File: src/rtl/efs_pkg.sv
package efs_pkg;

  typedef enum logic [3:0] {
    S_IDLE, S_LOAD, S_SYN, S_CLR, S_GO, S_WAIT,
    S_POLL, S_TERM, S_RADDR, S_RVAL, S_FIX, S_DONE
  } seq_state_t;

  // engine register map (addresses decoded by the engine)
  localparam logic [3:0] RA_LOAD   = 4'd0;
  localparam logic [3:0] RA_SYN0   = 4'd1;
  localparam logic [3:0] RA_STAT   = 4'd5;
  localparam logic [3:0] RA_EADDR0 = 4'd6;
  localparam logic [3:0] RA_EADDR1 = 4'd7;
  localparam logic [3:0] RA_EVAL0  = 4'd8;
  localparam logic [3:0] RA_EVAL1  = 4'd9;

  // status word fields
  localparam int ST_LSB  = 8;
  localparam int CNT_LSB = 16;

endpackage

File: src/rtl/efs_wait_timer.sv
module efs_wait_timer #(
  parameter int LIMIT = 12500
) (
  input  logic clk,
  input  logic rst_n,
  input  logic clear,
  input  logic run,
  output logic expired
);
  localparam int CW = $clog2(LIMIT + 1);

  logic [CW-1:0] cnt;

  always_ff @(posedge clk) begin
    if (!rst_n)                               cnt <= '0;
    else if (clear)                           cnt <= '0;
    else if (run && cnt != CW'(LIMIT))        cnt <= cnt + 1'b1;
  end

  assign expired = (cnt == CW'(LIMIT));

endmodule

File: src/rtl/efs_err_decode.sv
module efs_err_decode #(
  parameter int CODE_W       = 10,
  parameter int SECTOR_BYTES = 512,
  parameter int IDX_W        = 9
) (
  input  logic [31:0]      addr_word,
  input  logic [31:0]      val_word,
  input  logic             odd,
  output logic [IDX_W-1:0] byte_idx,
  output logic [7:0]       xor_mask,
  output logic             in_range
);
  localparam int MIRROR = SECTOR_BYTES + 7;
  localparam int MW     = $clog2(MIRROR + 1);
  localparam int AW     = ((CODE_W > MW) ? CODE_W : MW) + 1;

  logic [CODE_W-1:0] loc_raw;
  logic [AW-1:0]     loc;
  logic [AW-1:0]     diff;

  assign loc_raw  = odd ? addr_word[16 +: CODE_W] : addr_word[0 +: CODE_W];
  assign xor_mask = odd ? val_word[23:16] : val_word[7:0];
  assign loc      = AW'(loc_raw);
  assign diff     = AW'(MIRROR) - loc;
  assign in_range = (loc <= AW'(MIRROR)) && (loc > AW'(MIRROR - SECTOR_BYTES));
  assign byte_idx = diff[IDX_W-1:0];

  logic unused_bits;
  assign unused_bits = ^{addr_word, val_word[31:24], val_word[15:8], diff};

endmodule

File: src/rtl/ecc_fix_sequencer.sv
module ecc_fix_sequencer
  import efs_pkg::*;
#(
  parameter int CODE_W       = 10,
  parameter int NCODE        = 8,
  parameter int SECTOR_BYTES = 512,
  parameter int WAIT_LIMIT   = 12500,
  localparam int IDX_W       = $clog2(SECTOR_BYTES),
  localparam int CIDX_W      = $clog2(NCODE)
) (
  input  logic                    clk,
  input  logic                    rst_n,
  input  logic                    start,
  input  logic [NCODE*CODE_W-1:0] exp_codes,
  output logic                    req_valid,
  input  logic                    req_ready,
  output logic                    req_we,
  output logic [3:0]              req_addr,
  output logic [31:0]             req_wdata,
  input  logic [31:0]             req_rdata,
  output logic                    loc_go,
  output logic                    fix_valid,
  input  logic                    fix_ready,
  output logic [IDX_W-1:0]        fix_index,
  output logic [7:0]              fix_mask,
  output logic                    done,
  output logic [2:0]              fix_count,
  output logic                    fail
);

  seq_state_t        st;
  logic [CODE_W-1:0] code_q [NCODE];
  logic [CIDX_W-1:0] cidx;
  logic [1:0]        sidx;
  logic              syn_any;
  logic [2:0]        num_err;
  logic [1:0]        eidx;
  logic [31:0]       aw_q;
  logic [IDX_W-1:0]  fix_idx_q;
  logic [7:0]        fix_mask_q;
  logic [2:0]        count_q;
  logic              fail_q;

  logic              hs;
  logic [3:0]        rd_state;
  logic [1:0]        rd_cnt;
  logic              t_exp;
  logic              last_err;
  logic [IDX_W-1:0]  dec_idx;
  logic [7:0]        dec_mask;
  logic              dec_ok;

  assign hs       = req_valid && req_ready;
  assign rd_state = req_rdata[ST_LSB +: 4];
  assign rd_cnt   = req_rdata[CNT_LSB +: 2];
  assign last_err = ({1'b0, eidx} == (num_err - 3'd1));

  efs_wait_timer #(.LIMIT(WAIT_LIMIT)) u_timer (
    .clk     (clk),
    .rst_n   (rst_n),
    .clear   (st == S_GO),
    .run     (st == S_WAIT),
    .expired (t_exp)
  );

  efs_err_decode #(
    .CODE_W(CODE_W), .SECTOR_BYTES(SECTOR_BYTES), .IDX_W(IDX_W)
  ) u_dec (
    .addr_word (aw_q),
    .val_word  (req_rdata),
    .odd       (eidx[0]),
    .byte_idx  (dec_idx),
    .xor_mask  (dec_mask),
    .in_range  (dec_ok)
  );

  // register request generation
  always_comb begin
    req_valid = 1'b1;
    req_we    = 1'b0;
    req_addr  = RA_STAT;
    req_wdata = '0;
    unique case (st)
      S_LOAD: begin
        req_we    = 1'b1;
        req_addr  = RA_LOAD;
        req_wdata = 32'(code_q[cidx]);
      end
      S_SYN:   req_addr = RA_SYN0 + {2'b00, sidx};
      S_CLR:   req_addr = RA_EADDR0;
      S_WAIT,
      S_POLL:  req_addr = RA_STAT;
      S_TERM:  req_addr = RA_EVAL0;
      S_RADDR: req_addr = eidx[1] ? RA_EADDR1 : RA_EADDR0;
      S_RVAL:  req_addr = eidx[1] ? RA_EVAL1 : RA_EVAL0;
      default: req_valid = 1'b0;
    endcase
  end

  always_ff @(posedge clk) begin
    if (!rst_n) begin
      st         <= S_IDLE;
      cidx       <= '0;
      sidx       <= '0;
      syn_any    <= 1'b0;
      num_err    <= '0;
      eidx       <= '0;
      aw_q       <= '0;
      fix_idx_q  <= '0;
      fix_mask_q <= '0;
      count_q    <= '0;
      fail_q     <= 1'b0;
      for (int i = 0; i < NCODE; i++) code_q[i] <= '0;
    end else begin
      unique case (st)
        S_IDLE: if (start) begin
          for (int i = 0; i < NCODE; i++) code_q[i] <= exp_codes[i*CODE_W +: CODE_W];
          cidx    <= CIDX_W'(NCODE - 1);
          count_q <= '0;
          fail_q  <= 1'b0;
          st      <= S_LOAD;
        end
        S_LOAD: if (hs) begin
          if (cidx == '0) begin
            sidx    <= '0;
            syn_any <= 1'b0;
            st      <= S_SYN;
          end else begin
            cidx <= cidx - 1'b1;
          end
        end
        S_SYN: if (hs) begin
          if (sidx == 2'd3) st <= (syn_any || (|req_rdata)) ? S_CLR : S_DONE;
          else begin
            sidx    <= sidx + 1'b1;
            syn_any <= syn_any || (|req_rdata);
          end
        end
        S_CLR:  if (hs) st <= S_GO;
        S_GO:   st <= S_WAIT;
        S_WAIT: if (hs && (rd_state >= 4'd4 || t_exp)) st <= S_POLL;
        S_POLL: if (hs) begin
          case (rd_state)
            4'd0: st <= S_TERM;
            4'd1: begin fail_q <= 1'b1; st <= S_TERM; end
            4'd2, 4'd3: begin
              num_err <= {1'b0, rd_cnt} + 3'd1;
              eidx    <= '0;
              st      <= S_RADDR;
            end
            default: st <= S_POLL;
          endcase
        end
        S_TERM:  if (hs) st <= S_DONE;
        S_RADDR: if (hs) begin aw_q <= req_rdata; st <= S_RVAL; end
        S_RVAL: if (hs) begin
          if (dec_ok) begin
            fix_idx_q  <= dec_idx;
            fix_mask_q <= dec_mask;
            st         <= S_FIX;
          end else if (last_err) st <= S_DONE;
          else begin eidx <= eidx + 1'b1; st <= S_RADDR; end
        end
        S_FIX: if (fix_ready) begin
          count_q <= count_q + 1'b1;
          if (last_err) st <= S_DONE;
          else begin eidx <= eidx + 1'b1; st <= S_RADDR; end
        end
        S_DONE:  st <= S_IDLE;
        default: st <= S_IDLE;
      endcase
    end
  end

  assign loc_go    = (st == S_GO);
  assign fix_valid = (st == S_FIX);
  assign fix_index = fix_idx_q;
  assign fix_mask  = fix_mask_q;
  assign done      = (st == S_DONE);
  assign fix_count = count_q;
  assign fail      = fail_q;


  fix_hold_chk: assert property (@(posedge clk) disable iff (!rst_n)
    fix_valid && !fix_ready |=> fix_valid && $stable(fix_index) && $stable(fix_mask));


  req_hold_chk: assert property (@(posedge clk) disable iff (!rst_n)
    req_valid && !req_ready |=> req_valid && $stable(req_addr) && $stable(req_we) && $stable(req_wdata));


  go_pulse_chk: assert property (@(posedge clk) disable iff (!rst_n)
    loc_go |=> !loc_go && req_valid && req_addr == RA_STAT);


  done_pulse_chk: assert property (@(posedge clk) disable iff (!rst_n)
    done |=> !done);


  count_bound_chk: assert property (@(posedge clk) disable iff (!rst_n)
    done |-> fix_count <= 3'd4);


  fail_clean_chk: assert property (@(posedge clk) disable iff (!rst_n)
    done && fail |-> fix_count == 3'd0);

endmodule

File: config.mk
export PLATFORM = sky130hd
export DESIGN_NAME = ecc_fix_sequencer
export DESIGN_NICKNAME = d
export VERILOG_FILES = /design/src/rtl/efs_pkg.sv /design/src/rtl/efs_wait_timer.sv /design/src/rtl/efs_err_decode.sv /design/src/rtl/ecc_fix_sequencer.sv
export SDC_FILE = /design/constraint.sdc
export NUM_CORES = 1
export LEC_CHECK = 0
export BUFFER_PORTS_ARGS = -buffer_cell sky130_fd_sc_hd__buf_4
export CORE_MARGIN = 1
export CORE_UTILIZATION = 45
export CTS_BUF_LIST = sky130_fd_sc_hd__clkbuf_8
export DETAILED_ROUTE_END_ITERATION = 16
export PLACE_DENSITY = 0.73
export SETUP_SLACK_MARGIN = 0.2
export SYNTH_ARGS = -nofsm -noshare
export SYNTH_HDL_FRONTEND = slang
export SYNTH_SLANG_ARGS = --single-unit
File: constraint.sdc
create_clock -name clk -period 6.17 [get_ports clk]
set_input_delay 0.9255 -clock clk [delete_from_list [all_inputs] [get_ports clk]]
set_output_delay 0.9255 -clock clk [all_outputs]
set_load 0.02 [all_outputs]
==> results of run 1 <==
cells by family after synthesis:
kind of cell	share of synthesized area
AO/OA/AOI/OAI	0.0774
multiplexers	0.107
buffers and inverters	0.0537
XOR/XNOR	0.0233
AND/OR/NAND/NOR	0.207
adder cells (fa/ha/maj)	0.0167
other	0.000500
flip-flops	0.515
power breakdown:
part	internal (W)	switching, W	leakage, nW
Combinational	0.000356	0.000374	1.92
Clock	0.000368	0.000404	0.201
Sequential	0.00125	0.000102	1.45
layout make-up:
class                   count  area [um^2]  area share
clock inverters            15          166      0.0182
clock buffers              17          234      0.0256
well taps                 216          270      0.0296
inverters                  15         56.3     0.00617
multi-input cells         499         3330       0.365
repair buffers            161         1210       0.132
flip-flops and latches    153         3860       0.423
routing by layer:
| metal | share of wire | wire length, um | vias to the layer above |
|---|---|---|---|
| met5 | 0 | 0 | - |
| met4 | 0.013 | 221 | 0 |
| met3 | 0.063 | 1100 | 20 |
| met2 | 0.48 | 8350 | 199 |
| met1 | 0.45 | 7770 | 2638 |
| li1 | - | - | 2742 |
registers in the layout (all words and copies together) (netlist names), 2 cells and up, named ones only:
register     count
fix_mask         8
cidx             3
code_q          80
u_timer.cnt     14
num_err          3
fix_index        9
aw_q            20
eidx             2
st               4
sidx             2
fix_count        3
cell usage in the layout, fill, tap and decap left out, types with 3 or more instances in the layout:
master    count
a211oi_1     14
a21oi_1      37
and2_1       83
and3_1        6
buf_4       161
clkbuf_8     17
clkinv_4      3
conb_1       22
dfxtp_1      73
edfxtp_1     80
ha_1         10
inv_1        13
inv_6         4
mux2i_1      34
mux4_2       20
nand2_1      67
nand2b_1      6
nand3_1      10
nand4_1       4
nor2_1       74
nor2b_1       4
nor3_1       13
nor3b_1       3
nor4_1        8
o21ai_0      14
or3_1         4
xnor2_1      12
xor2_1        8
stage by stage:
stage | cell area, um^2 | hold slack, ns | total power, W | instances | utilization
CTS | 9130 | 0.458 | 0.00288 | 1076 | 0.569
detailed placement | 8730 | 0.446 | 0.00211 | 1044 | 0.544
floorplan | 7580 | 0.436 | 0.00189 | 731 | -
global route | 9130 | 0.489 | 0.00300 | 1076 | 0.569
global placement | 8730 | 0.441 | 0.00210 | 1044 | 0.544
finish | 9130 | 0.457 | 0.00286 | 1076 | 0.569
worst max-delay path, stage by stage (launching register included):
cell,delay (ns)
dfxtp_1,0.76
or4b_1,0.80
nor2_1,0.23
buf_4,0.16
worst max path at each step:
stage / endpoint / slack, ns / cells after the start
final: req_wdata[4] / 2.82 / 3
after global routing: req_wdata[4] / 2.64 / 3
after CTS: req_wdata[2] / 2.83 / 3
after detailed placement: req_wdata[2] / 3.35 / 3
after global placement: req_we / 3.39 / 3
after floorplan: code_q[0][0] / 2.80 / 2
==> impl_summary.txt, run 1 <==
----------------------------------------------------
[Floorplanning]
  Chip height ... about 130 um
  I/O Pins ... approximately 180
  Die extent in x ... about 130 um
  Starting density of the core ... 0.467
  Die ar. ... ~17,000 um^2
  Area of the core ... between 15,000 and 20,000 um^2
  Number of rows created at floorplan ... between 40 and 50

[Place]
  IO Port Bufs ... roughly 160
  Placer's final routability congestion estimate ... 0.910
  Placed wire-length estimate after detailed placement ... 12,300 um
  Pre-CTS worst setup slack ... 3.35 ns

[Global route]
  Overall global routing resource usage ... 0.209
  Grt total ovfl ... 0
  Maximum number of pins on one net before global-route repair ... 83
  Met1 Usage GRT ... 0.286
  Antenna violations before repair ... 0
  Met2 routing resource usage after global routing ... 0.333
  Met3 layer usage reported by global route ... 0.0444
  Top Usage Layer GRT ... met2
  Via count of the first global-routing pass ... between 5,000 and 6,000
  Wire length of the first global-routing pass ... between 20,000 and 30,000 um

[Detailed routing]
  Average wire length per cell after detail routing ... 16.2 um
  Post-detailed-route count of antenna-violating nets ... 0
  Drc violations ... 0
  Final wirelength ... between 15,000 and 20,000 um
  Number of design-rule violations left by the first detailed-router iteration ... between 500 and 600
  Detailed Routing Iterations Pass 1 ... 5
  Post-detailed-route via-to-cell ratio ... roughly 5.2
  Vias after detailed routing ... 5,599

[Run]
  # Max-Cap Violations ... 0

[Logic synthesis]
  Post-Synthesis Cells ... 710
  Synthesized flop and latch total ... between 150 and 200
  Yosys cell types ... 66
  EDFF count, synth ... 80
  Top-area cell type share of the netlist area ... 0.320
  Cell with the most instances after synthesis ... and2_1
  Biggest area contributors in the synthesized netlist ... edfxtp_1 (32%), dfxtp_1 (19%), and2_1 (6.9%)
  Most frequently used flop master after synthesis ... edfxtp_1
  Share of synthesized registers carrying an async set or reset ... 0
  Post-synthesis sequential area ratio ... 0.515
  Average size of a mapped cell ... approximately 11 um^2
  Netlist area before placement ... between 7000 and 8000 um^2
  Cell type contributing the most total cell area after synthesis ... edfxtp_1
  Count of warnings emitted by yosys ... 0
  Synth cell count leaders ... and2_1 (83), edfxtp_1 (80), nor2_1 (75)

[Setup path]
  CP Launch Point ... st[0]
  Category of the worst setup path launch point ... flip-flop
  Setup crit end kind ... primary output
  End of the worst register-to-register path ... code_q[4][0]
  Worst r2r src ... st[0]
  Kind of critical path ... reg2out
  Highest net fanout along the worst path ... 23
  Minimum setup slack among reg-to-reg paths ... approximately 3.6 ns
  FF-to-FF path depth ... 3
  Worst Path Arrival ... approximately 2.4 ns
  Required time worst endpoint ... 5.24 ns

[Clocking]
  Number of clock buffers inserted by TritonCTS ... 17
  Number of H-tree branching levels ... 4
  Register clock-pin slew on the reported worst setup and hold paths ... approximately 0.090 ns
  Quantity of hold-fixing buffers added after cts ... 0
  Root buf cell ... clkbuf_8
  Clock tree buffer depth ... 2
  Source-to-sink clock delay at the later pin of the worst-skew pair ... between 0.4 and 0.5 ns
  Clock net sink count ... 153
  CTS tree ... yes
  Post-CTS Setup Inserts ... 0
  Post-CTS sizing ... 0

[Hold path]
  Beginning of the worst hold path ... aw_q[2]
  Kind of path behind the tightest hold check ... reg2reg
  Worst Hold End ... aw_q[2]
  Depth of the worst hold-timing path ... 2

[Finish]
  Fill cell instance count of the final layout ... between 1,000 and 1,500
  Syn-to-layout area delta ... 21.7%
  Final #Nets ... between 900 and 1,000
  Share of post-route cells with drive strength above 1 ... 0.260
  Number of diodes added for antenna fixing ... 0

[Power and ir drop]
  Leakage dissipation ... ~3.6 nW
  Power density cells ... roughly 310 nW/um^2
  Peak ir drop on the vdd network ... between 0.1 and 0.15 mV

[Timing]
  Max Freq ... between 200 and 300 MHz
  RSZ-0062 raised after global routing ... no
  Max-slew violations ... 0
  Hold Fails Final Rpt ... 0
  Slew HR ... 0.302
  Min setup slack post-route ... ~2.8 ns
  Setup-violating endpoint count in the final report ... 0
  Portion of the clock cycle consumed by the worst path in the final layout ... 0.542
  Setup skew after layout ... slightly below 0.01 ns
  Sum of negative setup slack ... 0 ns
  Transition time at the pin with the least slew margin ... roughly 1.0 ns
  Minimum clock period ... 3.35 ns

[Outcome]
  Result of the run ... finished clean

----------------------------------------------------
Power figures use the tool's default switching activity.
==> run 2: changes to the inputs <==
--- a/config.mk
+++ b/config.mk
@@ -10,7 +10,7 @@
 export CORE_UTILIZATION = 45
 export CTS_BUF_LIST = sky130_fd_sc_hd__clkbuf_8
 export DETAILED_ROUTE_END_ITERATION = 16
-export PLACE_DENSITY = 0.73
+export PLACE_DENSITY = 0.76
 export SETUP_SLACK_MARGIN = 0.2
 export SYNTH_ARGS = -nofsm -noshare
 export SYNTH_HDL_FRONTEND = slang
==> constraint.sdc (replaced) <==
create_clock -name clk -period 3 [get_ports clk]
set_input_delay 0.45 -clock clk [delete_from_list [all_inputs] [get_ports clk]]
set_output_delay 0.45 -clock clk [all_outputs]
set_load 0.02 [all_outputs]
==> impl_summary.txt, run 2 (synthesis gave the netlist of run 1 again) <==
----------------------------------------------------
[Outcome]
  Result of the run ... finished clean

[Clocking]
  Source-to-sink clock delay at the later pin of the worst-skew pair ... 0.45 ns (about the same)
  Root buf cell ... clkbuf_8
  Number of H-tree branching levels ... 4 (unchanged)
  Post-CTS Setup Inserts ... 0 (unchanged)
  Number of clock buffers inserted by TritonCTS ... 17 (unchanged)
  CTS tree ... yes
  Register clock-pin slew on the reported worst setup and hold paths ... 0.09 ns (about the same)
  Clock tree buffer depth ... 2 (unchanged)
  Clock net sink count ... 153 (unchanged)

[Global route]
  Grt total ovfl ... 0 (unchanged)
  Maximum number of pins on one net before global-route repair ... 61 (-27%)
  Overall global routing resource usage ... 0.210 (+0.00117)
  Via count of the first global-routing pass ... 5,223 (-0.42%)
  Wire length of the first global-routing pass ... 28,100 um (+0.54%)
  Antenna violations before repair ... 0 (unchanged)

[Timing]
  Minimum clock period ... around 2.5 ns
  Sum of negative setup slack ... 0 ns (unchanged)
  Min Hold Slack ... 0.246 ns (-0.211 ns)
  Setup skew after layout ... 0.00909 ns (-0.000793 ns)
  Portion of the clock cycle consumed by the worst path in the final layout ... 0.842
  Hold Fails Final Rpt ... 0 (unchanged)
  Max-slew violations ... 0 (unchanged)
  Max Freq ... about 400 MHz
  Slew HR ... 0.585 (+0.283)
  Setup-violating endpoint count in the final report ... 0 (unchanged)
  RSZ-0062 raised after global routing ... no
  Transition time at the pin with the least slew margin ... 0.621 ns (-0.425 ns)

[Floorplanning]
  Area of the core ... 16,100 um^2 (unchanged)
  Chip height ... 131 um (unchanged)
  Number of rows created at floorplan ... 46 (unchanged)
  Die extent in x ... 131 um (unchanged)
  Die ar. ... 17,200 um^2 (unchanged)
  I/O Pins ... 179 (unchanged)
  Starting density of the core ... 0.467 (unchanged)

[Setup path]
  Category of the worst setup path launch point ... flip-flop
  Highest net fanout along the worst path ... 7 (-70%)
  FF-to-FF path depth ... 7 (+4)
  Worst Path Arrival ... 2.08 ns (-0.34 ns)
  Crit-path max cell delay ... 0.51 ns (-0.29 ns)
  Minimum setup slack among reg-to-reg paths ... 0.80 ns (-2.78 ns)
  Setup crit end kind ... primary output
  Most prevalent standard cell on the critical path ... buf_4
  Worst r2r src ... eidx[0]
  Required time worst endpoint ... 2.55 ns (-2.69 ns)
  Kind of critical path ... reg2out
  Crit-path cells ... buf_4, mux4_2, mux2i_1, nor2_1, buf_4
  End of the worst register-to-register path ... fix_index[6]
  Critical Path Slowest Stage Cell ... mux4_2

[Detailed routing]
  Vias after detailed routing ... 5,673 (+1.3%)
  Average wire length per cell after detail routing ... 16.1 um (-0.56%)
  Post-detailed-route count of antenna-violating nets ... 0 (unchanged)
  Drc violations ... 0 (unchanged)
  Number of design-rule violations left by the first detailed-router iteration ... 407 (-26%)
  Post-detailed-route via-to-cell ratio ... 5.21 (+0.11%)
  Final wirelength ... 17,600 um (+0.64%)
  Detailed Routing Iterations Pass 1 ... 4 (-1)

[Place]
  IO Port Bufs ... 156 (unchanged)
  Placed wire-length estimate after detailed placement ... 12,600 um (+2.3%)
  Placer's final routability congestion estimate ... 0.936 (+2.8%)

[Hold path]
  Worst Hold End ... aw_q[25]
  Beginning of the worst hold path ... req_rdata[25]
  Depth of the worst hold-timing path ... 3 (+1)
  Kind of path behind the tightest hold check ... in2reg

[Finish]
  Fill cell instance count of the final layout ... 1,370 (-1.0%)
  Syn-to-layout area delta ... 23.1%
  Share of post-route cells with drive strength above 1 ... 0.274 (+0.0133)
  Final #Nets ... 987 (+1.3%)
  Flip-flop count of the largest register after layout ... 80 (unchanged)
  Register with the most flip-flops ... code_q
  Largest registers in the final layout ... code_q x80, aw_q x20, u_timer.cnt x14
  Number of diodes added for antenna fixing ... 0 (unchanged)
  Most common library cell in the layout ignoring fill and taps ... buf_4
  Most frequent cells in the layout ... buf_4 (172), and2_1 (83), edfxtp_1 (80)

[Run]
  # Max-Cap Violations ... 0 (unchanged)

[Power and ir drop]
  Peak ir drop on the vdd network ... 0.459 mV (+210%)
  Leakage dissipation ... 3.63 nW (+2.0%)
  Power density cells ... 639 nW/um^2 (+100%)

----------------------------------------------------
## run 2: cell count changes in the layout (fill, tap and decap cells not counted), sizes merged
cell	delta
buf	+13
clkinv	+2
bufinv	-1
clkinvlp	-1
## run 2: what timing repair did
| item | in CTS | in global routing |
|---|---|---|
| hold buffers | 0 | 0 |
| setup endpoints to repair | 0 | 11 |
| resized for setup | 0 | 3 |
## run 2: worst max-delay path by stage
stage	endpoint	from	slack [ns]
floorplan	code_q[0][0]	st[0]	0.71
global placement	st[2]	st[2]	0.70
detailed placement	st[2]	st[2]	0.61
CTS	req_wdata[4]	flip-flop	0.24
global route	req_wdata[4]	flip-flop	0.32
finish	req_wdata[4]	flip-flop	0.47
## run 2: critical path: cells and delay by family, from the launching register on
kind | cells | cell delay [ns]
simple gates | 1 | 0.08
mux | 2 | 0.71
flops | 1 | 0.45
buf+inv | 2 | 0.39
## run 2: area by class of cell
| cell class | count | area, um^2 | area share |
|---|---|---|---|
| Sequential cell | 153 | 3870 | 0.418 |
| Multi-Input combinational cell | 499 | 3340 | 0.361 |
| Timing Repair Buffer | 174 | 1330 | 0.144 |
| Tap cell | 216 | 270 | 0.0293 |
| Clock buffer | 17 | 234 | 0.0253 |
| Clock inverter | 15 | 141 | 0.0153 |
| Inverter | 15 | 56.3 | 0.00609 |
## run 2: through the flow
stage / utilization / instances / instance area (um^2) / total power [W] / setup slack (ns)
5_1_grt: 0.575 / 1089 / 9240 / 0.00621 / 0.320
6_report: 0.575 / 1089 / 9240 / 0.00590 / 0.473
4_1_cts: 0.575 / 1089 / 9230 / 0.00594 / 0.241
2_1_floorplan: - / 731 / 7590 / 0.00387 / 0.707
3_5_place_dp: 0.552 / 1057 / 8860 / 0.00444 / 0.614
3_3_place_gp: 0.552 / 1057 / 8860 / 0.00442 / 0.697
## run 2: power by group
group	total (W)	switching [W]	internal [W]
registers	0.00274	0.000163	0.00257
clock network	0.00151	0.000840	0.000673
logic	0.00166	0.000856	0.000800
## run 2: layer usage
metal,vias to the layer above,global-route usage,wire [um]
met5,-,0,0
met4,0,0.0562,160
met3,11,0.0521,1210
met2,207,0.335,8420
met1,2681,0.285,7750
li1,2774,-,-
==> run 3: changes to the inputs <==
--- a/config.mk
+++ b/config.mk
@@ -5,12 +5,13 @@
 export SDC_FILE = /design/constraint.sdc
 export NUM_CORES = 1
 export LEC_CHECK = 0
+export ABC_AREA = 1
 export BUFFER_PORTS_ARGS = -buffer_cell sky130_fd_sc_hd__buf_4
 export CORE_MARGIN = 1
 export CORE_UTILIZATION = 45
 export CTS_BUF_LIST = sky130_fd_sc_hd__clkbuf_8
 export DETAILED_ROUTE_END_ITERATION = 16
-export PLACE_DENSITY = 0.76
+export PLACE_DENSITY = 0.73
 export SETUP_SLACK_MARGIN = 0.2
 export SYNTH_ARGS = -nofsm -noshare
 export SYNTH_HDL_FRONTEND = slang
==> constraint.sdc (replaced) <==
create_clock -name clk -period 2.6 [get_ports clk]
set_input_delay 0.39 -clock clk [delete_from_list [all_inputs] [get_ports clk]]
set_output_delay 0.39 -clock clk [all_outputs]
set_load 0.02 [all_outputs]
==> impl_summary.txt, run 3 <==
----------------------------------------------------
[Setup path]
  Minimum setup slack among reg-to-reg paths ... 0.56 ns (-0.24 ns)
  Required time worst endpoint ... 2.21 ns (-0.34 ns)
  Category of the worst setup path launch point ... flip-flop
  Worst Path Arrival ... 1.94 ns (-0.14 ns)
  FF-to-FF path depth ... 11 (+4)
  Worst r2r src ... eidx[0]
  Kind of critical path ... reg2out
  Setup crit end kind ... primary output
  Endpoint of the most critical setup path ... req_wdata[7]
  Highest net fanout along the worst path ... 13 (+6)
  End of the worst register-to-register path ... fix_mask[0]
  CP Launch Point ... st[3]

[Logic synthesis]
  Top-area cell type share of the netlist area ... 0.309 (-0.0108)
  Cell with the most instances after synthesis ... nand2_1
  Yosys cell types ... 33 (-50%)
  Count of warnings emitted by yosys ... 0 (unchanged)
  Synthesized flop and latch total ... 153 (unchanged)
  Cell type contributing the most total cell area after synthesis ... edfxtp_1
  Post-Synthesis Cells ... 1,017 (+43%)
  Synth cell count leaders ... nand2_1 (200), nor2_1 (176), inv_1 (137)
  Average size of a mapped cell ... 7.64 um^2 (-28%)
  Share of synthesized registers carrying an async set or reset ... 0 (unchanged)
  Biggest area contributors in the synthesized netlist ... edfxtp_1 (31%), dfxtp_1 (19%), nand2_1 (9.7%)
  Post-synthesis sequential area ratio ... 0.498 (-0.0173)
  EDFF count, synth ... 80 (unchanged)
  Netlist area before placement ... 7770 um^2 (+3.5%)
  Most frequently used flop master after synthesis ... edfxtp_1

[Timing]
  Transition time at the pin with the least slew margin ... 0.672 ns (+0.0504 ns)
  Setup-violating endpoint count in the final report ... 0 (unchanged)
  Minimum clock period ... 2.33 ns
  Setup skew after layout ... 0.0170 ns (+0.00791 ns)
  Max-slew violations ... 0 (unchanged)
  Slew HR ... 0.552 (-0.0335)
  Portion of the clock cycle consumed by the worst path in the final layout ... 0.895
  Hold Fails Final Rpt ... 0 (unchanged)
  Max Freq ... around 430 MHz
  Sum of negative setup slack ... 0 ns (unchanged)
  Min setup slack post-route ... 0.274 ns (-0.200 ns)
  RSZ-0062 raised after global routing ... yes

[Clocking]
  Clock tree buffer depth ... 2 (unchanged)
  Clock net sink count ... 153 (unchanged)
  Number of H-tree branching levels ... 4 (unchanged)
  Quantity of hold-fixing buffers added after cts ... 0 (unchanged)
  CTS tree ... yes
  Number of clock buffers inserted by TritonCTS ... 17 (unchanged)
  Register clock-pin slew on the reported worst setup and hold paths ... 0.10 ns (about the same)
  Root buf cell ... clkbuf_8
  Source-to-sink clock delay at the later pin of the worst-skew pair ... 0.47 ns (+0.02 ns)

[Detailed routing]
  Detailed Routing Iterations Pass 1 ... 5 (+1)
  Drc violations ... 0 (unchanged)
  Average wire length per cell after detail routing ... 14.5 um (-10%)
  Final wirelength ... 20,300 um (+16%)
  Number of design-rule violations left by the first detailed-router iteration ... 535 (+31%)
  Post-detailed-route via-to-cell ratio ... 4.98 (-4.3%)
  Post-detailed-route count of antenna-violating nets ... 0 (unchanged)
  Vias after detailed routing ... 6,996 (+23%)

[Place]
  IO Port Bufs ... 156 (unchanged)
  Pre-CTS worst setup slack ... 0.478 ns (-0.136 ns)
  Placer's final routability congestion estimate ... 0.888 (-5.1%)
  Placed wire-length estimate after detailed placement ... 14,400 um (+14%)

[Finish]
  Final #Nets ... 1,298 (+32%)
  Flip-flop count of the largest register after layout ... 80 (unchanged)
  Syn-to-layout area delta ... 24.4%
  Register with the most flip-flops ... code_q
  Most frequent cells in the layout ... nand2_1 (195), nor2_1 (174), buf_4 (169)
  Number of diodes added for antenna fixing ... 0 (unchanged)
  Fill cell instance count of the final layout ... 1,550 (+13%)
  Largest registers in the final layout ... code_q x80, aw_q x20, u_timer.cnt x14
  Most common library cell in the layout ignoring fill and taps ... nand2_1
  Area of the multi-input gates ... 3110 um^2 (-6.9%)
  Sequential standard cell area ... 3870 um^2 (+0.16%)
  Share of post-route cells with drive strength above 1 ... 0.205 (-0.0685)

[Floorplanning]
  Area of the core ... 16,700 um^2 (+4.0%)
  Number of rows created at floorplan ... 47 (+2.2%)
  I/O Pins ... 179 (unchanged)
  Die ar. ... 17,800 um^2 (+3.4%)
  Starting density of the core ... 0.465 (-0.00234)
  Chip height ... 133 um (+1.7%)
  Die extent in x ... 133 um (+1.7%)

[Outcome]
  Result of the run ... finished clean

[Global route]
  Overall global routing resource usage ... 0.232 (+0.0220)
  Wire length of the first global-routing pass ... 32,400 um (+15%)
  Grt total ovfl ... 0 (unchanged)
  Via count of the first global-routing pass ... 6,732 (+29%)
  Maximum number of pins on one net before global-route repair ... 44 (-28%)
  Antenna violations before repair ... 0 (unchanged)

[Power and ir drop]
  Power density cells ... 776 nW/um^2 (+21%)
  Leakage dissipation ... 4.45 nW (+22%)
  Peak ir drop on the vdd network ... 0.550 mV (+20%)

[Run]
  # Max-Cap Violations ... 0 (unchanged)

[Hold path]
  Kind of path behind the tightest hold check ... in2reg

----------------------------------------------------
==> run 3: power by group <==
group          total (W)  switching, W  internal [W]
Sequential       0.00319      0.000188       0.00301
Combinational    0.00253       0.00157      0.000957
Clock            0.00177       0.00105      0.000715
Total            0.00749       0.00282       0.00468
==> run 3: critical path: stages (launching register included) <==
cell     delay, ns
dfxtp_1       0.36
inv_2         0.10
nand2_2       0.12
nor2_4        0.16
buf_8         0.16
buf_4         0.13
o21ai_1       0.06
a31oi_1       0.21
buf_4         0.18
==> run 3: worst min path at each step <==
stage,from,slack [ns],to,depth (start not counted)
6_report,exp_codes[79],0.18,code_q[7][9],3
2_1_floorplan,aw_q[16],0.43,aw_q[16],2
3_5_place_dp,aw_q[25],0.45,aw_q[25],2
4_1_cts,exp_codes[79],0.16,code_q[7][9],3
3_3_place_gp,aw_q[17],0.44,aw_q[17],2
5_1_grt,exp_codes[79],0.17,code_q[7][9],3
==> run 3: area by class of cell <==
class	instances	area share
clock inverters	15	0.0154
flip-flops and latches	153	0.401
repair inverters	1	0.000777
repair buffers	177	0.148
inverters	152	0.0601
well taps	220	0.0285
clock buffers	17	0.0242
multi-input cells	669	0.322
==> run 3: kinds of logic (layout without fill, tap and decap cells) <==
logic type / Yosys count / count (layout) / share of synthesized area
and+or+nand+nor: 443 / 443 / 0.230
xor gates and xnor gates: 14 / 14 / 0.0158
AOI/OAI and AO/OA: 180 / 180 / 0.122
other: 1 / 22 / 0.000483
adders and majority gates: 10 / 10 / 0.0161
buffers and inverters: 216 / 362 / 0.118
DFF: 153 / 153 / 0.498
==> run 3: what timing repair did <==
action	CTS	global route
resized for setup	11	25
setup endpoints to repair	11	12
pin swaps	0	2
gates cloned	1	2
setup buffers	1	5
==> run 3: per-stage QoR <==
stage           util  hold WS (ns)  std cells  power [W]  cell area (um^2)
2_1_floorplan      -         0.429       1038    0.00460              7850
3_3_place_gp   0.544         0.440       1363    0.00542              9090
3_5_place_dp   0.544         0.447       1363    0.00545              9090
4_1_cts        0.570         0.164       1397    0.00728              9520
5_1_grt        0.579         0.170       1404    0.00790              9660
6_report       0.579         0.181       1404    0.00749              9660
==> run 3: metal layers <==
| layer | up-vias | GRT usage | part of all wire |
|---|---|---|---|
| li1 | 3528 | - | - |
| met1 | 3183 | 0.295 | 0.43 |
| met2 | 259 | 0.394 | 0.49 |
| met3 | 26 | 0.0468 | 0.069 |
| met4 | 0 | 0.0795 | 0.017 |
| met5 | - | 0 | 0 |
